===== config.mk =====
export PLATFORM = sky130hd
export DESIGN_NAME = burst_seq
export DESIGN_NICKNAME = d
export VERILOG_FILES = /design/src/rtl/bsq_pkg.sv /design/src/rtl/bsq_len_decode.sv /design/src/rtl/bsq_next_addr.sv /design/src/rtl/bsq_core.sv /design/src/rtl/bsq_out_stage.sv /design/src/rtl/burst_seq.sv
export SDC_FILE = /design/constraint.sdc
export NUM_CORES = 1
export LEC_CHECK = 0
export CAP_MARGIN = 20
export CORE_ASPECT_RATIO = 0.7
export CORE_MARGIN = 8
export CORE_UTILIZATION = 48
export DETAILED_ROUTE_END_ITERATION = 10
export PLACE_DENSITY_LB_ADDON = 0.25
export SYNTH_ARGS = -nofsm -noshare
export SYNTH_HDL_FRONTEND = slang
export SYNTH_SLANG_ARGS = --single-unit

===== constraint.sdc =====
create_clock -name clk -period 2.3 [get_ports clk]
set_clock_uncertainty 0.2 [all_clocks]
set_input_delay 0.23 -clock clk [delete_from_list [all_inputs] [get_ports clk]]
set_output_delay 0.23 -clock clk [all_outputs]
set_load 0.005 [all_outputs]

===== src/rtl/bsq_pkg.sv =====
package bsq_pkg;
  localparam int CNT_W = 5;

  typedef struct packed {
    logic             cont;
    logic [CNT_W-1:0] count;
    logic [3:0]       mask;
  } len_info_t;
endpackage


===== src/rtl/bsq_len_decode.sv =====
module bsq_len_decode
  import bsq_pkg::*;
(
  input  logic [2:0] code,
  output len_info_t  info
);
  always_comb begin
    info = '{cont: 1'b1, count: '0, mask: 4'hF};
    case (code)
      3'b001: info = '{cont: 1'b0, count: CNT_W'(4),  mask: 4'h3};
      3'b010: info = '{cont: 1'b0, count: CNT_W'(8),  mask: 4'h7};
      3'b011: info = '{cont: 1'b0, count: CNT_W'(16), mask: 4'hF};
      default: info = '{cont: 1'b1, count: '0, mask: 4'hF};
    endcase
  end
endmodule


===== src/rtl/bsq_next_addr.sv =====
module bsq_next_addr #(
  parameter int ADDR_W = 16
) (
  input  logic [ADDR_W-1:0] cur,
  input  logic [3:0]        mask,
  input  logic              wrap_en,
  output logic [ADDR_W-1:0] nxt
);
  logic [3:0] low_inc;

  always_comb begin
    low_inc = cur[3:0] + 4'd1;
    if (wrap_en)
      nxt = {cur[ADDR_W-1:4], (cur[3:0] & ~mask) | (low_inc & mask)};
    else
      nxt = cur + ADDR_W'(1);
  end
endmodule


===== src/rtl/bsq_core.sv =====
module bsq_core
  import bsq_pkg::*;
#(
  parameter int ADDR_W    = 16,
  parameter int FIRST_LAT = 2,
  parameter int STALL_CYC = 2
) (
  input  logic              clk,
  input  logic              rst,
  input  logic              go,
  input  logic [ADDR_W-1:0] go_addr,
  input  len_info_t         info,
  input  logic              linear_mode,
  input  logic              wait_lead,
  input  logic              halt,
  output logic              act,
  output logic              vld,
  output logic              act_d,
  output logic              vld_d,
  output logic              lead_d,
  output logic [ADDR_W-1:0] slot_addr
);
  localparam int LW = (FIRST_LAT > 1) ? $clog2(FIRST_LAT + 1) : 1;
  localparam int SW = (STALL_CYC > 0) ? $clog2(STALL_CYC + 1) : 1;

  logic              fin, fin_d;
  logic [ADDR_W-1:0] ptr, ptr_d, ptr_nxt, addr_d;
  logic [LW-1:0]     lat, lat_d;
  logic [SW-1:0]     stall, stall_d;
  logic [CNT_W-1:0]  left, left_d;
  logic              cont, cont_d, wrap, wrap_d, lead, crossed, crossed_d;
  logic              misal, misal_d;
  logic [3:0]        mask, mask_d;

  bsq_next_addr #(.ADDR_W(ADDR_W)) u_step (
    .cur(ptr), .mask(mask), .wrap_en(wrap), .nxt(ptr_nxt)
  );

  always_comb begin
    act_d = act;  vld_d = vld;  fin_d = fin;  ptr_d = ptr;
    addr_d = slot_addr;  lat_d = lat;  stall_d = stall;  left_d = left;
    cont_d = cont;  wrap_d = wrap;  mask_d = mask;  lead_d = lead;
    crossed_d = crossed;  misal_d = misal;
    if (go) begin
      act_d     = 1'b1;
      vld_d     = 1'b0;
      fin_d     = 1'b0;
      ptr_d     = go_addr;
      lat_d     = LW'(FIRST_LAT - 1);
      stall_d   = '0;
      left_d    = info.count;
      cont_d    = info.cont;
      wrap_d    = ~linear_mode & ~info.cont;
      mask_d    = info.mask;
      lead_d    = wait_lead;
      crossed_d = 1'b0;
      misal_d   = |go_addr[1:0];
    end else if (halt) begin
      act_d = 1'b0;  vld_d = 1'b0;  fin_d = 1'b0;
      lat_d = '0;    stall_d = '0;
    end else if (act) begin
      if (fin) begin
        act_d = 1'b0;  vld_d = 1'b0;  fin_d = 1'b0;
      end else if (lat != '0) begin
        lat_d = lat - LW'(1);
        vld_d = 1'b0;
      end else if (stall != '0) begin
        stall_d = stall - SW'(1);
        vld_d   = 1'b0;
      end else begin
        vld_d  = 1'b1;
        addr_d = ptr;
        ptr_d  = ptr_nxt;
        if (!cont) left_d = left - CNT_W'(1);
        if (!cont && left == CNT_W'(1)) begin
          fin_d = 1'b1;
        end else if (!wrap && misal && !crossed && ptr[3:0] == 4'hF) begin
          stall_d   = SW'(STALL_CYC);
          crossed_d = 1'b1;
        end
      end
    end
  end

  always_ff @(posedge clk) begin
    if (rst) begin
      act <= 1'b0;  vld <= 1'b0;  fin <= 1'b0;  ptr <= '0;
      slot_addr <= '0;  lat <= '0;  stall <= '0;  left <= '0;
      cont <= 1'b0;  wrap <= 1'b0;  mask <= '0;  lead <= 1'b1;
      crossed <= 1'b0;  misal <= 1'b0;
    end else begin
      act <= act_d;  vld <= vld_d;  fin <= fin_d;  ptr <= ptr_d;
      slot_addr <= addr_d;  lat <= lat_d;  stall <= stall_d;  left <= left_d;
      cont <= cont_d;  wrap <= wrap_d;  mask <= mask_d;  lead <= lead_d;
      crossed <= crossed_d;  misal <= misal_d;
    end
  end
endmodule


===== src/rtl/bsq_out_stage.sv =====
module bsq_out_stage #(
  parameter int ADDR_W = 16
) (
  input  logic              clk,
  input  logic              rst,
  input  logic              act,
  input  logic              vld,
  input  logic              act_d,
  input  logic              vld_d,
  input  logic              lead_d,
  input  logic [ADDR_W-1:0] slot_addr,
  output logic [ADDR_W-1:0] word_addr,
  output logic              word_vld,
  output logic              busy,
  output logic              wait_flag
);
  logic wait_early, wait_late;

  // lead mode looks one slot ahead; coincident mode mirrors the current slot
  assign wait_early = act_d & ~vld_d;
  assign wait_late  = act & ~vld;

  always_ff @(posedge clk) begin
    if (rst) begin
      word_addr <= '0;
      word_vld  <= 1'b0;
      busy      <= 1'b0;
      wait_flag <= 1'b0;
    end else begin
      word_addr <= slot_addr;
      word_vld  <= vld;
      busy      <= act;
      wait_flag <= lead_d ? wait_early : wait_late;
    end
  end
endmodule


===== src/rtl/burst_seq.sv =====
module burst_seq
  import bsq_pkg::*;
#(
  parameter int ADDR_W    = 16,
  parameter int FIRST_LAT = 2,
  parameter int STALL_CYC = 2
) (
  input  logic              clk,
  input  logic              rst,
  input  logic              go,
  input  logic [ADDR_W-1:0] go_addr,
  input  logic [2:0]        len_sel,
  input  logic              linear_mode,
  input  logic              wait_lead,
  input  logic              halt,
  output logic [ADDR_W-1:0] word_addr,
  output logic              word_vld,
  output logic              busy,
  output logic              wait_flag
);
  len_info_t         info;
  logic              act, vld, act_d, vld_d, lead_d;
  logic [ADDR_W-1:0] slot_addr;

  bsq_len_decode u_dec (.code(len_sel), .info(info));

  bsq_core #(
    .ADDR_W(ADDR_W), .FIRST_LAT(FIRST_LAT), .STALL_CYC(STALL_CYC)
  ) u_core (
    .clk(clk), .rst(rst), .go(go), .go_addr(go_addr), .info(info),
    .linear_mode(linear_mode), .wait_lead(wait_lead), .halt(halt),
    .act(act), .vld(vld), .act_d(act_d), .vld_d(vld_d), .lead_d(lead_d),
    .slot_addr(slot_addr)
  );

  bsq_out_stage #(.ADDR_W(ADDR_W)) u_out (
    .clk(clk), .rst(rst), .act(act), .vld(vld), .act_d(act_d),
    .vld_d(vld_d), .lead_d(lead_d), .slot_addr(slot_addr),
    .word_addr(word_addr), .word_vld(word_vld), .busy(busy),
    .wait_flag(wait_flag)
  );
endmodule


[Word-level counts from Yosys, hierarchy flattened]
Cells that the tools add are included.
Storage, ports and cells
  register bits after elaboration: 72
  output and inout bits: 19
  input bits: 25
  logic and storage cells: 118
Operators by class
  muxes and demuxes: 39
  equality and inequality tests: 13
  bitwise gates (word level): 17
  reduce and logical (&&, ||, !) cells: 24
  add/sub/neg operators: 5
Operator list (number)
  16-bit 2-to-1 mux: 7
  5-bit 2-to-1 mux: 7
  10-bit one-hot mux with 3 select lines: 1
  1-bit 2-to-1 mux: 21
  6-bit AND reduction: 3
  16-bit by 1-bit adder with 16-bit output (second input constant): 1
  2-bit inequality test (second input constant): 6
  1-bit inverter: 10
  5-bit AND reduction: 2
  4-bit bitwise AND: 2
  2-bit nonzero test: 4
  7-bit AND reduction: 1
  3-bit by 2-bit == test with 1-bit output (second input constant): 2
  2-bit 2-to-1 mux: 3
  3-bit AND reduction: 2
  3-bit nonzero test: 2
  5-bit by 1-bit == test with 1-bit output (second input constant): 1
  5-bit by 1-bit subtractor with 5-bit output (second input constant): 1
  4-bit by 1-bit adder with 4-bit output (second input constant): 1
  4-bit == test (second input constant): 1
  1-bit logical AND: 4
  4-bit inverter: 1
  4-bit OR: 1
  2-bit OR reduction: 2
  other kinds (7): 12

[Longest topological paths before layout]
Gate-level depths: netlist (run 1).
  word-level depth: 10
  depth in mapped cells: 7

[Cells and area by module]
Synthesis (run 1) repeated with hierarchy kept, for this count alone.
Second synthesis, totals
  cell total of the unflattened synthesis: 364
  area total of the unflattened synthesis: 3315.7 um^2
Modules (own cells, without submodules)
  bsq_core: cells an instance 265, area an instance 2366.0 um^2, times used 1, sequential area each 1061.0 um^2
  bsq_out_stage: cells an instance 41, area an instance 525.5 um^2, times used 1, sequential area each 380.4 um^2
  bsq_next_addr: cells an instance 45, area an instance 330.3 um^2, times used 1, sequential area each 0.0 um^2
  bsq_len_decode: cells an instance 13, area an instance 93.8 um^2, times used 1, sequential area each 0.0 um^2

[Worst setup path before layout (run 1)]
No wires, ideal clock.
  path type: reg-to-reg
  start: register u_core.act
  end: register u_core.ptr[10]
  path slack: 89 ps
  path buffers: 2
  stages on the path, launching flop included: 7
  data arrival time: 1920 ps
  data required time: 2009 ps
  cells stage by stage: dfxtp_1 or3b_1 buf_2 or2_1 buf_6 or4_1 a311oi_1
Between the ends
  cells in the longest elaborated chain, start to end: 2
RTL lines
  start: declaration: line bsq_core.sv:16  | output logic act,
  start signal: assignment: line bsq_core.sv:92  | act <= act_d; vld <= vld_d; fin <= fin_d; ptr <= ptr_d;
  2-bit nonzero test (no source line)
  6-bit AND reduction (no source line)
  end signal: assignment: line bsq_core.sv:92
  end: declaration: line bsq_core.sv:27  | logic [ADDR_W-1:0] ptr, ptr_d, ptr_nxt, addr_d;
Every way passes these cells.
A chain may end at the register's enable or synchronous reset.

[Worst setup path in the final report (run 1)]
  start: register u_core.lat[0]
  end: register u_core.ptr[10]
Between the ends
  cells in the longest elaborated chain, start to end: 3
RTL lines
  start: declaration: line bsq_core.sv:28  | logic [LW-1:0] lat, lat_d;
  start signal: assignment: line bsq_core.sv:93  | slot_addr <= addr_d; lat <= lat_d; stall <= stall_d; left <= left_d;
  2-bit nonzero test: line bsq_core.sv:64  | end else if (lat != '0) begin
  2-bit inequality test (no source line)
  6-bit AND reduction (no source line)
Every way passes these cells.

==> reports/qor.json, run 1 <==
{
  "outcome": "finished, final reports clean",
  "post_synth_inst_count": 323,
  "top_level_ports": 44,
  "grt-ovfl-total": 0,
  "synthMostInstantiatedCell": "sky130_fd_sc_hd__dfxtp_1",
  "die_width_um": 110.4,
  "worstRegToRegCells": 6,
  "fillCellCount": 536,
  "final_min_period_over_clock_period": 0.9418,
  "grt_first_pass_wirelength_um": 11730,
  "regToRegStartpoint": "u_core.lat[0]",
  "vdd_ir_drop_max_v": 0.0002969,
  "insertedDiodeCount": 0,
  "power.clock.fraction": 0.386,
  "setup.worst_path.start_class": "flop",
  "pwr-share-comb": 0.096,
  "multi_input_area_um2": 1449,
  "min_path_cells": 4,
  "part_of_the_total_power_dissipated_in_sequential_elements": 0.518,
  "synth_largest_type_area_fraction": 0.4743,
  "cts_max_path_buffers": 2,
  "via_count": 2481,
  "hold_slack_ns": 0.09597,
  "place_congestion": 0.8068,
  "synth-edff-count": 0,
  "worstMarginPinSlew_ns": 0.5830,
  "power.static_leakage_nw": 1.334,
  "worst-setup-path-type": "flop to flop",
  "numPortBuffers": 43,
  "ctsResizeCount": 0,
  "finalSetupViolations": 0,
  "globalRouteTotalUtil": 0.1601,
  "synth-seq-area-share": 0.4743,
  "worst_path_dominant_cell_family": "simple AND/OR/NAND/NOR gates",
  "holdCritStartpoint": "rst",
  "maxSlewViolCount": 0,
  "detail_route.drc_violations": 0,
  "dieHeight_um": 82.11,
  "postCtsSetupRepairBufs": 0,
  "postLayoutCellArea_um2": 3794,
  "h-tree-depth": 3,
  "p_int_mw": 1.896,
  "final.setup.tns_ns": 0,
  "crit_path_max_fanout": 4,
  "storage_cell_area_um2": 1421,
  "timing.critical_path.to_type": "flop",
  "synth_fp_nets": 354,
  "yosysUniqueCellTypes": 47,
  "antenna_found_initial": 0,
  "crit_slowest_cell": "sky130_fd_sc_hd__or4_1",
  "drt_first_pass_iters": 4,
  "crit_chain": "inv_1 -> ha_1 -> nand3b_1 -> or2_1 -> or4_1 -> a311oi_2",
  "design.core.area_um2": 6126,
  "finalWorstPathRequiredPeriod_ns": 2.166,
  "net-switching-power_mw": 0.6340,
  "synth_area_leaders": "sky130_fd_sc_hd__dfxtp_1 47%, sky130_fd_sc_hd__nor2_1 6.1%, sky130_fd_sc_hd__mux2i_1 6.0%",
  "syn-mean-instance-area_um2": 9.277,
  "cts.reportedPaths.clkPinSlew_ns": 0.07,
  "achievable-frequency_mhz": 461.6,
  "final_net_count": 409,
  "cts_sinks": 71,
  "timing.rr.end": "u_core.ptr[10]",
  "cts_hold_repair.buffers": 0,
  "postRouteWirelength_um": 6749,
  "postSynth.topFlopCell": "sky130_fd_sc_hd__dfxtp_1",
  "crit_path_required_time_ns": 2.35,
  "powerDensity_nw_per_um2": 666.9,
  "detailedPlacementHpwl_um": 4906,
  "full_die_area_um2": 9067,
  "synth.largest_area_cell": "sky130_fd_sc_hd__dfxtp_1",
  "grt_max_degree": 59,
  "yosys-top-cells-count": "71 x sky130_fd_sc_hd__dfxtp_1, 49 x sky130_fd_sc_hd__nor2_1, 20 x sky130_fd_sc_hd__nor2b_1, 18 x sky130_fd_sc_hd__mux2i_1, 16 x sky130_fd_sc_hd__xnor2_1",
  "place.detailed.instances": 445,
  "number_of_flip_flops_and_latches_in_the_synthesized_netlist": 71,
  "antenna_violating_nets_post_route": 0,
  "share_of_synthesized_registers_carrying_an_async_set_or_reset": 0,
  "synthesis.yosys.warnings": 0,
  "clock_insertion_delay_worst_skew_ns": 0.34,
  "netlist_area_um2": 2997,
  "route.detailed.wl_per_inst_um": 14.64,
  "rows": 24,
  "r2r_slack_ns": 0.13,
  "start_util": 0.4892,
  "slowest_delay_ns": 0.53,
  "hold_class": "primary input to flop",
  "instances_no_fill": 461,
  "cp.arrival_ns": 2.21,
  "drv_cap": 0,
  "vias_per_cell": 5.382,
  "cp_num_buf_inv": 1,
  "clock-root-buffer": "sky130_fd_sc_hd__clkbuf_8",
  "worst_slew_margin_rel": 0.6113,
  "power.share.switching": 0.2506,
  "unrepaired_setup_endpoints_after_global_routing": "false",
  "finalHoldViolations": 0,
  "tritoncts.num_buffers": 9,
  "place_area_um2": 3591,
  "first_global_vias": 2423,
  "final_layout_size_suffix_gt1_frac": 0.1097,
  "area_delta_synth_final_pct": 26.60,
  "tritoncts_clock_tree": "yes",
  "drt_iter0_markers": 173,
  "timing.hold.worst_endpoint": "u_core.lat[1]"
}
[placed cells by master, fill, tap and decap left out, types with 4 or more instances in the layout]
cell and count:
sky130_fd_sc_hd__a211oi_1 13, sky130_fd_sc_hd__a21oi_1 6, sky130_fd_sc_hd__a31oi_1 6, sky130_fd_sc_hd__and2_1 8, sky130_fd_sc_hd__buf_4 17, sky130_fd_sc_hd__clkbuf_8 9
sky130_fd_sc_hd__clkdlybuf4s50_1 42, sky130_fd_sc_hd__dfxtp_1 71, sky130_fd_sc_hd__ha_1 6, sky130_fd_sc_hd__inv_1 15, sky130_fd_sc_hd__mux2i_1 18, sky130_fd_sc_hd__nand2_1 6
sky130_fd_sc_hd__nand3_1 5, sky130_fd_sc_hd__nand4_1 5, sky130_fd_sc_hd__nor2_1 49, sky130_fd_sc_hd__nor2b_1 20, sky130_fd_sc_hd__nor3_1 5, sky130_fd_sc_hd__nor4_1 9
sky130_fd_sc_hd__o21ai_0 4, sky130_fd_sc_hd__o22ai_1 7, sky130_fd_sc_hd__or3_1 5, sky130_fd_sc_hd__or3b_2 4, sky130_fd_sc_hd__xnor2_1 16
[logic make-up (layout without fill, tap and decap cells)]
group,Yosys count,after routing,share of synthesized area
AOI/OAI and AO/OA,49,49,0.1132
xor gates and xnor gates,17,17,0.04969
adders and majority gates,6,6,0.02505
buffers and inverters,32,92,0.04426
DFF,71,71,0.4743
muxes,18,18,0.06012
and+or+nand+nor,130,130,0.2334
[per-layer routing]
layer	vias to the layer above	global-route usage	routed length, um
met3	5	0.06133	444
met4	0	0.04430	62
met1	1159	0.2079	3320
li1	1249	-	-
met2	68	0.2456	2921
met5	-	0	0
[worst register-to-register path: cells and delay by family (launching register included)]
kind / cells / cell delay [ns]
AOI/OAI and AO/OA: 1 / 0.30
adders and majority gates: 1 / 0.23
buffers and inverters: 1 / 0.06
DFF: 1 / 0.33
and+or+nand+nor: 3 / 0.96
[stage by stage]
| stage | power [mW] | setup slack, ns | utilization |
|---|---|---|---|
| after floorplan | 1.470 | 0.08929 | - |
| after CTS | 2.544 | 0.1520 | 0.6183 |
| after global routing | 2.639 | 0.02058 | 0.6193 |
| after global placement | 1.574 | -0.03638 | 0.5862 |
| final | 2.530 | 0.1338 | 0.6193 |
| after detailed placement | 1.579 | -0.1207 | 0.5862 |
[sequential cells by signal, indices dropped and copies added, names as in the netlist, named ones only]
name	flops
u_core.mask	3
u_core.stall	2
u_out.wait_flag	1
u_out.busy	1
u_core.lat	2
u_core.act	1
u_core.lead	1
u_out.word_vld	1
u_core.left	5
u_core.wrap	1
u_core.slot_addr	16
u_core.vld	1
u_core.fin	1
u_core.ptr	13
u_out.word_addr	16
u_core.misal	1
u_core.cont	1
u_core.crossed	1
[cell type report]
type	instances	share of cell area
multi-input combinational	220	0.3819
sequential	71	0.3747
timing repair buffer	61	0.1511
clock buffer	9	0.03265
tap	78	0.02573
clock inverter	7	0.01913
inverter	15	0.01484
[power by group through the flow]
stage / Combinational (mW) / Sequential (mW) / Clock, mW
3_3_place_gp: 0.237 / 1.34 / 0
3_5_place_dp: 0.241 / 1.34 / 0
6_report: 0.243 / 1.31 / 0.976
2_1_floorplan: 0.144 / 1.33 / 0
5_1_grt: 0.271 / 1.32 / 1.05
4_1_cts: 0.243 / 1.31 / 0.992
[worst max-delay path by stage]
stage | from | to | slack, ns | depth (start not counted)
final | u_core.lat[0] | u_core.ptr[10] | 0.13 | 6
after global routing | u_core.stall[0] | u_core.ptr[10] | 0.02 | 6
after CTS | u_core.stall[0] | u_core.ptr[10] | 0.15 | 6
after detailed placement | halt | u_core.ptr[10] | -0.12 | 5
after global placement | halt | u_core.ptr[15] | -0.04 | 6
after floorplan | u_core.act | u_core.ptr[10] | 0.09 | 6
Note: power is estimated with default switching activity, not from simulation.
==> inputs of run 2 (changes only) <==
--- a/config.mk
+++ b/config.mk
@@ -6,9 +6,9 @@
 export NUM_CORES = 1
 export LEC_CHECK = 0
 export CAP_MARGIN = 20
-export CORE_ASPECT_RATIO = 0.7
+export CORE_ASPECT_RATIO = 0.8
 export CORE_MARGIN = 8
-export CORE_UTILIZATION = 48
+export CORE_UTILIZATION = 53
 export DETAILED_ROUTE_END_ITERATION = 10
 export PLACE_DENSITY_LB_ADDON = 0.25
 export SYNTH_ARGS = -nofsm -noshare
==> constraint.sdc (replaced) <==
create_clock -name clk -period 2.2 [get_ports clk]
set_clock_uncertainty 0.2 [all_clocks]
set_input_delay 0.22 -clock clk [delete_from_list [all_inputs] [get_ports clk]]
set_output_delay 0.22 -clock clk [all_outputs]
set_load 0.005 [all_outputs]
==> reports/qor.json, run 2 (synthesis gave the netlist of run 1 again) <==
{
  "hold_class": {"value": "primary input to flop", "change": "unchanged"},
  "full_die_area": {"value": 8331, "unit": "um^2", "change": "was 9067 um^2"},
  "detail_route.drc_violations": {"value": 0, "change": "unchanged"},
  "crit_start": {"value": "u_core.act", "change": "was u_core.lat[0]"},
  "worst_slew_margin_rel": {"value": 0.6160, "change": "was 0.6113"},
  "antenna_violating_nets_post_route": {"value": 0, "change": "unchanged"},
  "final_min_period_over_clock_period": {"value": 0.9398, "change": "was 0.9418"},
  "clock_insertion_delay_worst_skew": {"value": 0.35, "unit": "ns", "change": "was 0.34 ns"},
  "rows": {"value": 24, "change": "unchanged"},
  "first_global_vias": {"value": 2413, "change": "was 2,423"},
  "postLayoutCellArea": {"value": 3796, "unit": "um^2", "change": "was 3794 um^2"},
  "cp.arrival": {"value": 2.08, "unit": "ns", "change": "was 2.21 ns"},
  "grt-ovfl-total": {"value": 0, "change": "unchanged"},
  "tritoncts_clock_tree": {"value": "yes", "change": "unchanged"},
  "antenna_found_initial": {"value": 0, "change": "unchanged"},
  "drt_iter0_markers": {"value": 178, "change": "was 173"},
  "drt_first_pass_iters": {"value": 4, "change": "unchanged"},
  "dieHeight": {"value": 83.26, "unit": "um", "change": "was 82.11 um"},
  "start_util": {"value": 0.5483, "change": "was 0.4892"},
  "reg_top3": {"value": "u_core.slot_addr (16), u_out.word_addr (16), u_core.ptr (13)", "change": "unchanged"},
  "final_layout_size_suffix_gt1_frac": {"value": 0.1097, "change": "unchanged"},
  "tritoncts.num_buffers": {"value": 9, "change": "unchanged"},
  "timing.rr.end": {"value": "u_core.slot_addr[12]", "change": "was u_core.ptr[10]"},
  "top_level_ports": {"value": 44, "change": "unchanged"},
  "design.core.area": {"value": 5465, "unit": "um^2", "change": "was 6126 um^2"},
  "mostFrequentLayoutCells": {"value": "70 x sky130_fd_sc_hd__dfxtp_1, 49 x sky130_fd_sc_hd__nor2_1, 42 x sky130_fd_sc_hd__clkdlybuf4s50_1", "change": "was 71 x sky130_fd_sc_hd__dfxtp_1, 49 x sky130_fd_sc_hd__nor2_1, 42 x sky130_fd_sc_hd__clkdlybuf4s50_1"},
  "area_delta_synth_final": {"value": 26.68, "unit": "%", "change": "was 26.60%"},
  "achievable-frequency": {"value": 483.7, "unit": "MHz", "change": "was 461.6 MHz"},
  "vdd_ir_drop_max": {"value": 0.0003859, "unit": "V", "change": "was 0.0002969 V"},
  "insertedDiodeCount": {"value": 0, "change": "unchanged"},
  "cts_hold_repair.buffers": {"value": 0, "change": "unchanged"},
  "regToRegStartpoint": {"value": "u_core.act", "change": "was u_core.lat[0]"},
  "via_count": {"value": 2481, "change": "unchanged"},
  "worstRegToRegCells": {"value": 6, "change": "unchanged"},
  "gr_met3_demand_resource": {"value": 0.05167, "change": "was 0.06133"},
  "unrepaired_setup_endpoints_after_global_routing": {"value": "false", "change": "unchanged"},
  "detailedPlacementHpwl": {"value": 4738, "unit": "um", "change": "was 4906 um"},
  "finalHoldViolations": {"value": 0, "change": "unchanged"},
  "setup.worst_path.start_class": {"value": "flop", "change": "unchanged"},
  "place_area": {"value": 3600, "unit": "um^2", "change": "was 3591 um^2"},
  "powerDensity": {"value": 696.7, "unit": "nW/um^2", "change": "was 666.9 nW/um^2"},
  "die_width": {"value": 100.1, "unit": "um", "change": "was 110.4 um"},
  "maxSlewViolCount": {"value": 0, "change": "unchanged"},
  "h-tree-depth": {"value": 3, "change": "unchanged"},
  "grt_util_met2": {"value": 0.2492, "change": "was 0.2456"},
  "grt_busiest_layer": {"value": "met2", "change": "unchanged"},
  "cts_sinks": {"value": 71, "change": "unchanged"},
  "place_congestion": {"value": 0.8838, "change": "was 0.8068"},
  "drv_cap": {"value": 0, "change": "unchanged"},
  "cp_capture_point": {"value": "u_core.slot_addr[12]", "change": "was u_core.ptr[10]"},
  "cts.reportedPaths.clkPinSlew": {"value": 0.07, "unit": "ns", "change": "about the same"},
  "outcome": {"value": "finished, final reports clean", "change": "unchanged"},
  "r2r_slack": {"value": 0.13, "unit": "ns", "change": "about the same"},
  "hold_slack": {"value": 0.09991, "unit": "ns", "change": "was 0.09597 ns"},
  "crit_path_max_fanout": {"value": 16, "change": "was 4"},
  "grt_use_met1": {"value": 0.2219, "change": "was 0.2079"},
  "grt_max_degree": {"value": 59, "change": "unchanged"},
  "worst-setup-path-type": {"value": "flop to flop", "change": "unchanged"},
  "final_common_cell": {"value": "sky130_fd_sc_hd__dfxtp_1", "change": "unchanged"},
  "clock-root-buffer": {"value": "sky130_fd_sc_hd__clkbuf_8", "change": "unchanged"},
  "fillCellCount": {"value": 423, "change": "was 536"},
  "power.static_leakage": {"value": 1.337, "unit": "nW", "change": "was 1.334 nW"},
  "grt_first_pass_wirelength": {"value": 11460, "unit": "um", "change": "was 11,730 um"},
  "vias_per_cell": {"value": 5.382, "change": "unchanged"},
  "worstMarginPinSlew": {"value": 0.5761, "unit": "ns", "change": "was 0.5830 ns"},
  "finalWorstPathRequiredPeriod": {"value": 2.068, "unit": "ns", "change": "was 2.166 ns"},
  "ctsResizeCount": {"value": 0, "change": "unchanged"},
  "route.detailed.wl_per_inst": {"value": 14.27, "unit": "um", "change": "was 14.64 um"},
  "crit_path_required_time": {"value": 2.21, "unit": "ns", "change": "was 2.35 ns"},
  "postCtsSetupRepairBufs": {"value": 0, "change": "unchanged"},
  "globalRouteTotalUtil": {"value": 0.1697, "change": "was 0.1601"},
  "final_net_count": {"value": 410, "change": "was 409"},
  "timing.critical_path.to_type": {"value": "flop", "change": "unchanged"},
  "cts_max_path_buffers": {"value": 2, "change": "unchanged"},
  "finalSetupViolations": {"value": 0, "change": "unchanged"},
  "postRouteWirelength": {"value": 6578, "unit": "um", "change": "was 6749 um"},
  "numPortBuffers": {"value": 43, "change": "unchanged"}
}
[run 2: changes by cell type in the layout (fill, tap and decap cells not counted)]
| cell | delta |
|---|---|
| sky130_fd_sc_hd__dfxtp_2 | +1 |
| sky130_fd_sc_hd__a311oi_1 | +1 |
| sky130_fd_sc_hd__buf_4 | +1 |
| sky130_fd_sc_hd__a311oi_2 | -1 |
| sky130_fd_sc_hd__clkinv_2 | -1 |
| sky130_fd_sc_hd__inv_6 | -1 |
| sky130_fd_sc_hd__dfxtp_1 | -1 |
| sky130_fd_sc_hd__clkbuf_8 | +1 |
[run 2: final cells by class]
cell class	count	area (um^2)	share of cell area
Clock buffer	10	137.6	0.03626
Clock inverter	5	58.81	0.01549
Inverter	15	56.30	0.01483
Multi-Input combinational cell	220	1443	0.3800
Sequential cell	71	1423	0.3748
Tap cell	78	97.59	0.02571
Timing Repair Buffer	62	580.6	0.1529
[run 2: metrics by stage]
stage | utilization | worst slack (ns) | std cells | setup TNS [ns] | total power [mW]
final | 0.6946 | 0.1324 | 461 | 0 | 2.645
after global routing | 0.6946 | 0.03161 | 461 | 0 | 2.760
after CTS | 0.6946 | 0.1306 | 461 | 0 | 2.669
after detailed placement | 0.6587 | -0.1556 | 446 | -2.596 | 1.652
after global placement | 0.6587 | -0.1175 | 446 | -1.728 | 1.645
after floorplan | - | 0.01973 | 323 | 0 | 1.537
[run 2: worst max-delay path: stages, from the launching register on]
cell and delay, ns:
sky130_fd_sc_hd__dfxtp_2 0.38, sky130_fd_sc_hd__or3b_1 0.37, sky130_fd_sc_hd__buf_4 0.20, sky130_fd_sc_hd__nor3_2 0.29, sky130_fd_sc_hd__buf_12 0.21, sky130_fd_sc_hd__mux2i_1 0.20, sky130_fd_sc_hd__nor2_1 0.06
[run 2: power breakdown]
group | switching [mW] | total (mW) | internal, mW
registers | 0.0412 | 1.37 | 1.33
logic | 0.123 | 0.256 | 0.133
clock network | 0.473 | 1.02 | 0.547
[run 2: per-layer routing]
metal	up-vias	wire (um)
met2	68	2781
li1	1244	-
met1	1158	3210
met5	-	0
met4	0	114
met3	11	472
[run 2: worst min-delay path by stage]
stage | startpoint | to | slack (ns) | cells after the start
floorplan | len_sel[0] | u_core.left[3] | 0.13 | 1
global placement | u_core.crossed | u_core.crossed | 0.24 | 2
detailed placement | u_core.slot_addr[14] | u_out.word_addr[14] | 0.25 | 1
CTS | rst | u_core.stall[0] | 0.08 | 4
global route | rst | u_core.stall[0] | 0.11 | 4
finish | rst | u_core.stall[0] | 0.1 | 4
==> inputs of run 3 (changes only) <==
--- a/config.mk
+++ b/config.mk
@@ -10,7 +10,7 @@
 export CORE_MARGIN = 8
 export CORE_UTILIZATION = 53
 export DETAILED_ROUTE_END_ITERATION = 10
-export PLACE_DENSITY_LB_ADDON = 0.25
+export PLACE_DENSITY_LB_ADDON = 0.08
 export SYNTH_ARGS = -nofsm -noshare
 export SYNTH_HDL_FRONTEND = slang
 export SYNTH_SLANG_ARGS = --single-unit
==> reports/qor.json, run 3 (synthesis gave the netlist of run 1 again) <==
{
  "outcome": {"value": "finished, final reports clean", "change": "unchanged"},
  "reg_top3": {"value": "u_core.slot_addr (16), u_out.word_addr (16), u_core.ptr (13)", "change": "unchanged"},
  "postLayoutCellArea": {"value": 3850, "unit": "um^2", "change": "was 3796 um^2"},
  "drt_iter0_markers": {"value": 134, "change": "was 178"},
  "start_util": {"value": 0.5483, "change": "unchanged"},
  "final_layout_size_suffix_gt1_frac": {"value": 0.1117, "change": "was 0.1097"},
  "ctsResizeCount": {"value": 0, "change": "unchanged"},
  "tritoncts_clock_tree": {"value": "yes", "change": "unchanged"},
  "place_area": {"value": 3615, "unit": "um^2", "change": "was 3600 um^2"},
  "grt_first_pass_wirelength": {"value": 11800, "unit": "um", "change": "was 11,460 um"},
  "wl_met1": {"value": 3232, "unit": "um", "change": "was 3210 um"},
  "via_count": {"value": 2466, "change": "was 2,481"},
  "cts.reportedPaths.clkPinSlew": {"value": 0.07, "unit": "ns", "change": "about the same"},
  "achievable-frequency": {"value": 489.3, "unit": "MHz", "change": "was 483.7 MHz"},
  "cts_sinks": {"value": 71, "change": "unchanged"},
  "worstMarginPinSlew": {"value": 0.5790, "unit": "ns", "change": "was 0.5761 ns"},
  "antenna_violating_nets_post_route": {"value": 0, "change": "unchanged"},
  "final_common_cell": {"value": "sky130_fd_sc_hd__dfxtp_1", "change": "unchanged"},
  "hold_class": {"value": "primary input to flop", "change": "unchanged"},
  "worst-setup-path-type": {"value": "flop to flop", "change": "unchanged"},
  "setup.worst_path.start_class": {"value": "flop", "change": "unchanged"},
  "antenna_found_initial": {"value": 0, "change": "unchanged"},
  "crit_path_max_fanout": {"value": 6, "change": "was 16"},
  "grt_max_degree": {"value": 59, "change": "unchanged"},
  "clock_insertion_delay_worst_skew": {"value": 0.34, "unit": "ns", "change": "was 0.35 ns"},
  "mostFrequentLayoutCells": {"value": "70 x sky130_fd_sc_hd__dfxtp_1, 49 x sky130_fd_sc_hd__nor2_1, 42 x sky130_fd_sc_hd__clkdlybuf4s50_1", "change": "unchanged"},
  "top_level_ports": {"value": 44, "change": "unchanged"},
  "timing.critical_path.to_type": {"value": "flop", "change": "unchanged"},
  "tritoncts.num_buffers": {"value": 9, "change": "unchanged"},
  "clock-root-buffer": {"value": "sky130_fd_sc_hd__clkbuf_8", "change": "unchanged"},
  "design.core.area": {"value": 5465, "unit": "um^2", "change": "unchanged"},
  "met3_length": {"value": 495, "unit": "um", "change": "was 472 um"},
  "cts_hold_repair.buffers": {"value": 0, "change": "unchanged"},
  "globalRouteTotalUtil": {"value": 0.1749, "change": "was 0.1697"},
  "postRouteWirelength": {"value": 6816, "unit": "um", "change": "was 6578 um"},
  "postCtsSetupRepairBufs": {"value": 0, "change": "unchanged"},
  "place.detailed.instances": {"value": 448, "change": "was 446"},
  "finalWorstPathRequiredPeriod": {"value": 2.044, "unit": "ns", "change": "was 2.068 ns"},
  "topRoutingLayerUsed": {"value": "met4", "change": "unchanged"},
  "final_min_period_over_clock_period": {"value": 0.9290, "change": "was 0.9398"},
  "unrepaired_setup_endpoints_after_global_routing": {"value": "false", "change": "unchanged"},
  "crit_path_required_time": {"value": 2.26, "unit": "ns", "change": "was 2.21 ns"},
  "final_net_count": {"value": 412, "change": "was 410"},
  "drt_first_pass_iters": {"value": 4, "change": "unchanged"},
  "h-tree-depth": {"value": 3, "change": "unchanged"},
  "numPortBuffers": {"value": 43, "change": "unchanged"},
  "routed-wl-met2": {"value": 3013, "unit": "um", "change": "was 2781 um"},
  "grt-ovfl-total": {"value": 0, "change": "unchanged"},
  "cp.arrival": {"value": 2.10, "unit": "ns", "change": "was 2.08 ns"},
  "instances_no_fill": {"value": 463, "change": "was 461"},
  "first_global_vias": {"value": 2455, "change": "was 2,413"},
  "vias_per_cell": {"value": 5.326, "change": "was 5.382"},
  "regToRegStartpoint": {"value": "u_core.act", "change": "unchanged"},
  "cp_capture_point": {"value": "u_core.ptr[10]", "change": "was u_core.slot_addr[12]"},
  "route.detailed.wl_per_inst": {"value": 14.72, "unit": "um", "change": "was 14.27 um"},
  "finalSetupViolations": {"value": 0, "change": "unchanged"},
  "place_congestion": {"value": 0.8566, "change": "was 0.8838"},
  "detailedPlacementHpwl": {"value": 4921, "unit": "um", "change": "was 4738 um"},
  "cts_max_path_buffers": {"value": 2, "change": "unchanged"},
  "drv_cap": {"value": 0, "change": "unchanged"},
  "crit_start": {"value": "u_core.act", "change": "unchanged"},
  "dieHeight": {"value": 83.26, "unit": "um", "change": "unchanged"},
  "r2r_slack": {"value": 0.16, "unit": "ns", "change": "was 0.13 ns"},
  "worstRegToRegCells": {"value": 4, "change": "was 6"},
  "area_delta_synth_final": {"value": 28.48, "unit": "%", "change": "was 26.68%"},
  "vdd_ir_drop_max": {"value": 0.0004715, "unit": "V", "change": "was 0.0003859 V"},
  "maxSlewViolCount": {"value": 0, "change": "unchanged"},
  "finalHoldViolations": {"value": 0, "change": "unchanged"},
  "timing.rr.end": {"value": "u_core.ptr[10]", "change": "was u_core.slot_addr[12]"},
  "insertedDiodeCount": {"value": 0, "change": "unchanged"},
  "power.static_leakage": {"value": 1.373, "unit": "nW", "change": "was 1.337 nW"},
  "detail_route.drc_violations": {"value": 0, "change": "unchanged"},
  "full_die_area": {"value": 8331, "unit": "um^2", "change": "unchanged"},
  "rows": {"value": 24, "change": "unchanged"},
  "powerDensity": {"value": 742.9, "unit": "nW/um^2", "change": "was 696.7 nW/um^2"},
  "die_width": {"value": 100.1, "unit": "um", "change": "unchanged"},
  "worst_slew_margin_rel": {"value": 0.6140, "change": "was 0.6160"}
}
-- run 3: cell count changes in the layout (fill, tap and decap cells not counted), sizes merged --
cell / before / now
clkinvlp: 2 / 0
bufinv: 1 / 3
buf: 20 / 22
-- run 3: metal layers --
layer | GRT usage | vias up
li1 | - | 1253
met1 | 0.2271 | 1137
met2 | 0.2607 | 69
met3 | 0.06583 | 7
met4 | 0.05342 | 0
met5 | 0 | -
-- run 3: per-stage QoR --
stage	util	hold slack, ns	total power [mW]	TNS (ns)	setup WS, ns
global route	0.7044	0.1081	2.974	0	0.009333
floorplan	-	0.1343	1.537	0	0.01973
finish	0.7044	0.1007	2.860	0	0.1563
global placement	0.6614	0.2489	1.650	-1.062	-0.1191
detailed placement	0.6614	0.2541	1.656	-1.687	-0.1447
CTS	0.7044	0.07952	2.877	0	0.1587
-- run 3: worst min path at each step --
stage	from	end	slack [ns]	cells past startpoint
CTS	rst	u_core.stall[0]	0.08	4
global placement	u_core.crossed	u_core.crossed	0.25	2
floorplan	len_sel[0]	u_core.left[3]	0.13	1
finish	rst	u_core.stall[0]	0.10	4
detailed placement	u_core.slot_addr[5]	u_out.word_addr[5]	0.25	1
global route	rst	u_core.stall[0]	0.11	4
-- run 3: critical path, cell delays in order, from the launching register on --
cell	delay [ns]
sky130_fd_sc_hd__dfxtp_2	0.38
sky130_fd_sc_hd__or3b_1	0.37
sky130_fd_sc_hd__or2_1	0.25
sky130_fd_sc_hd__or4_1	0.50
sky130_fd_sc_hd__a311oi_1	0.26
-- run 3: where the power goes --
group / switching, mW / internal (mW)
registers: 0.0420 / 1.33
logic: 0.126 / 0.134
clock network: 0.480 / 0.751
total: 0.648 / 2.21
-- run 3: area by class of cell --
class / count / area, um^2
Tap cell: 78 / 97.59
Fill cell: 455 / 1615
Inverter: 15 / 56.30
Multi-Input combinational cell: 220 / 1443
Clock inverter: 5 / 107.6
Sequential cell: 71 / 1423
Clock buffer: 10 / 127.6
Timing Repair Buffer: 64 / 595.6
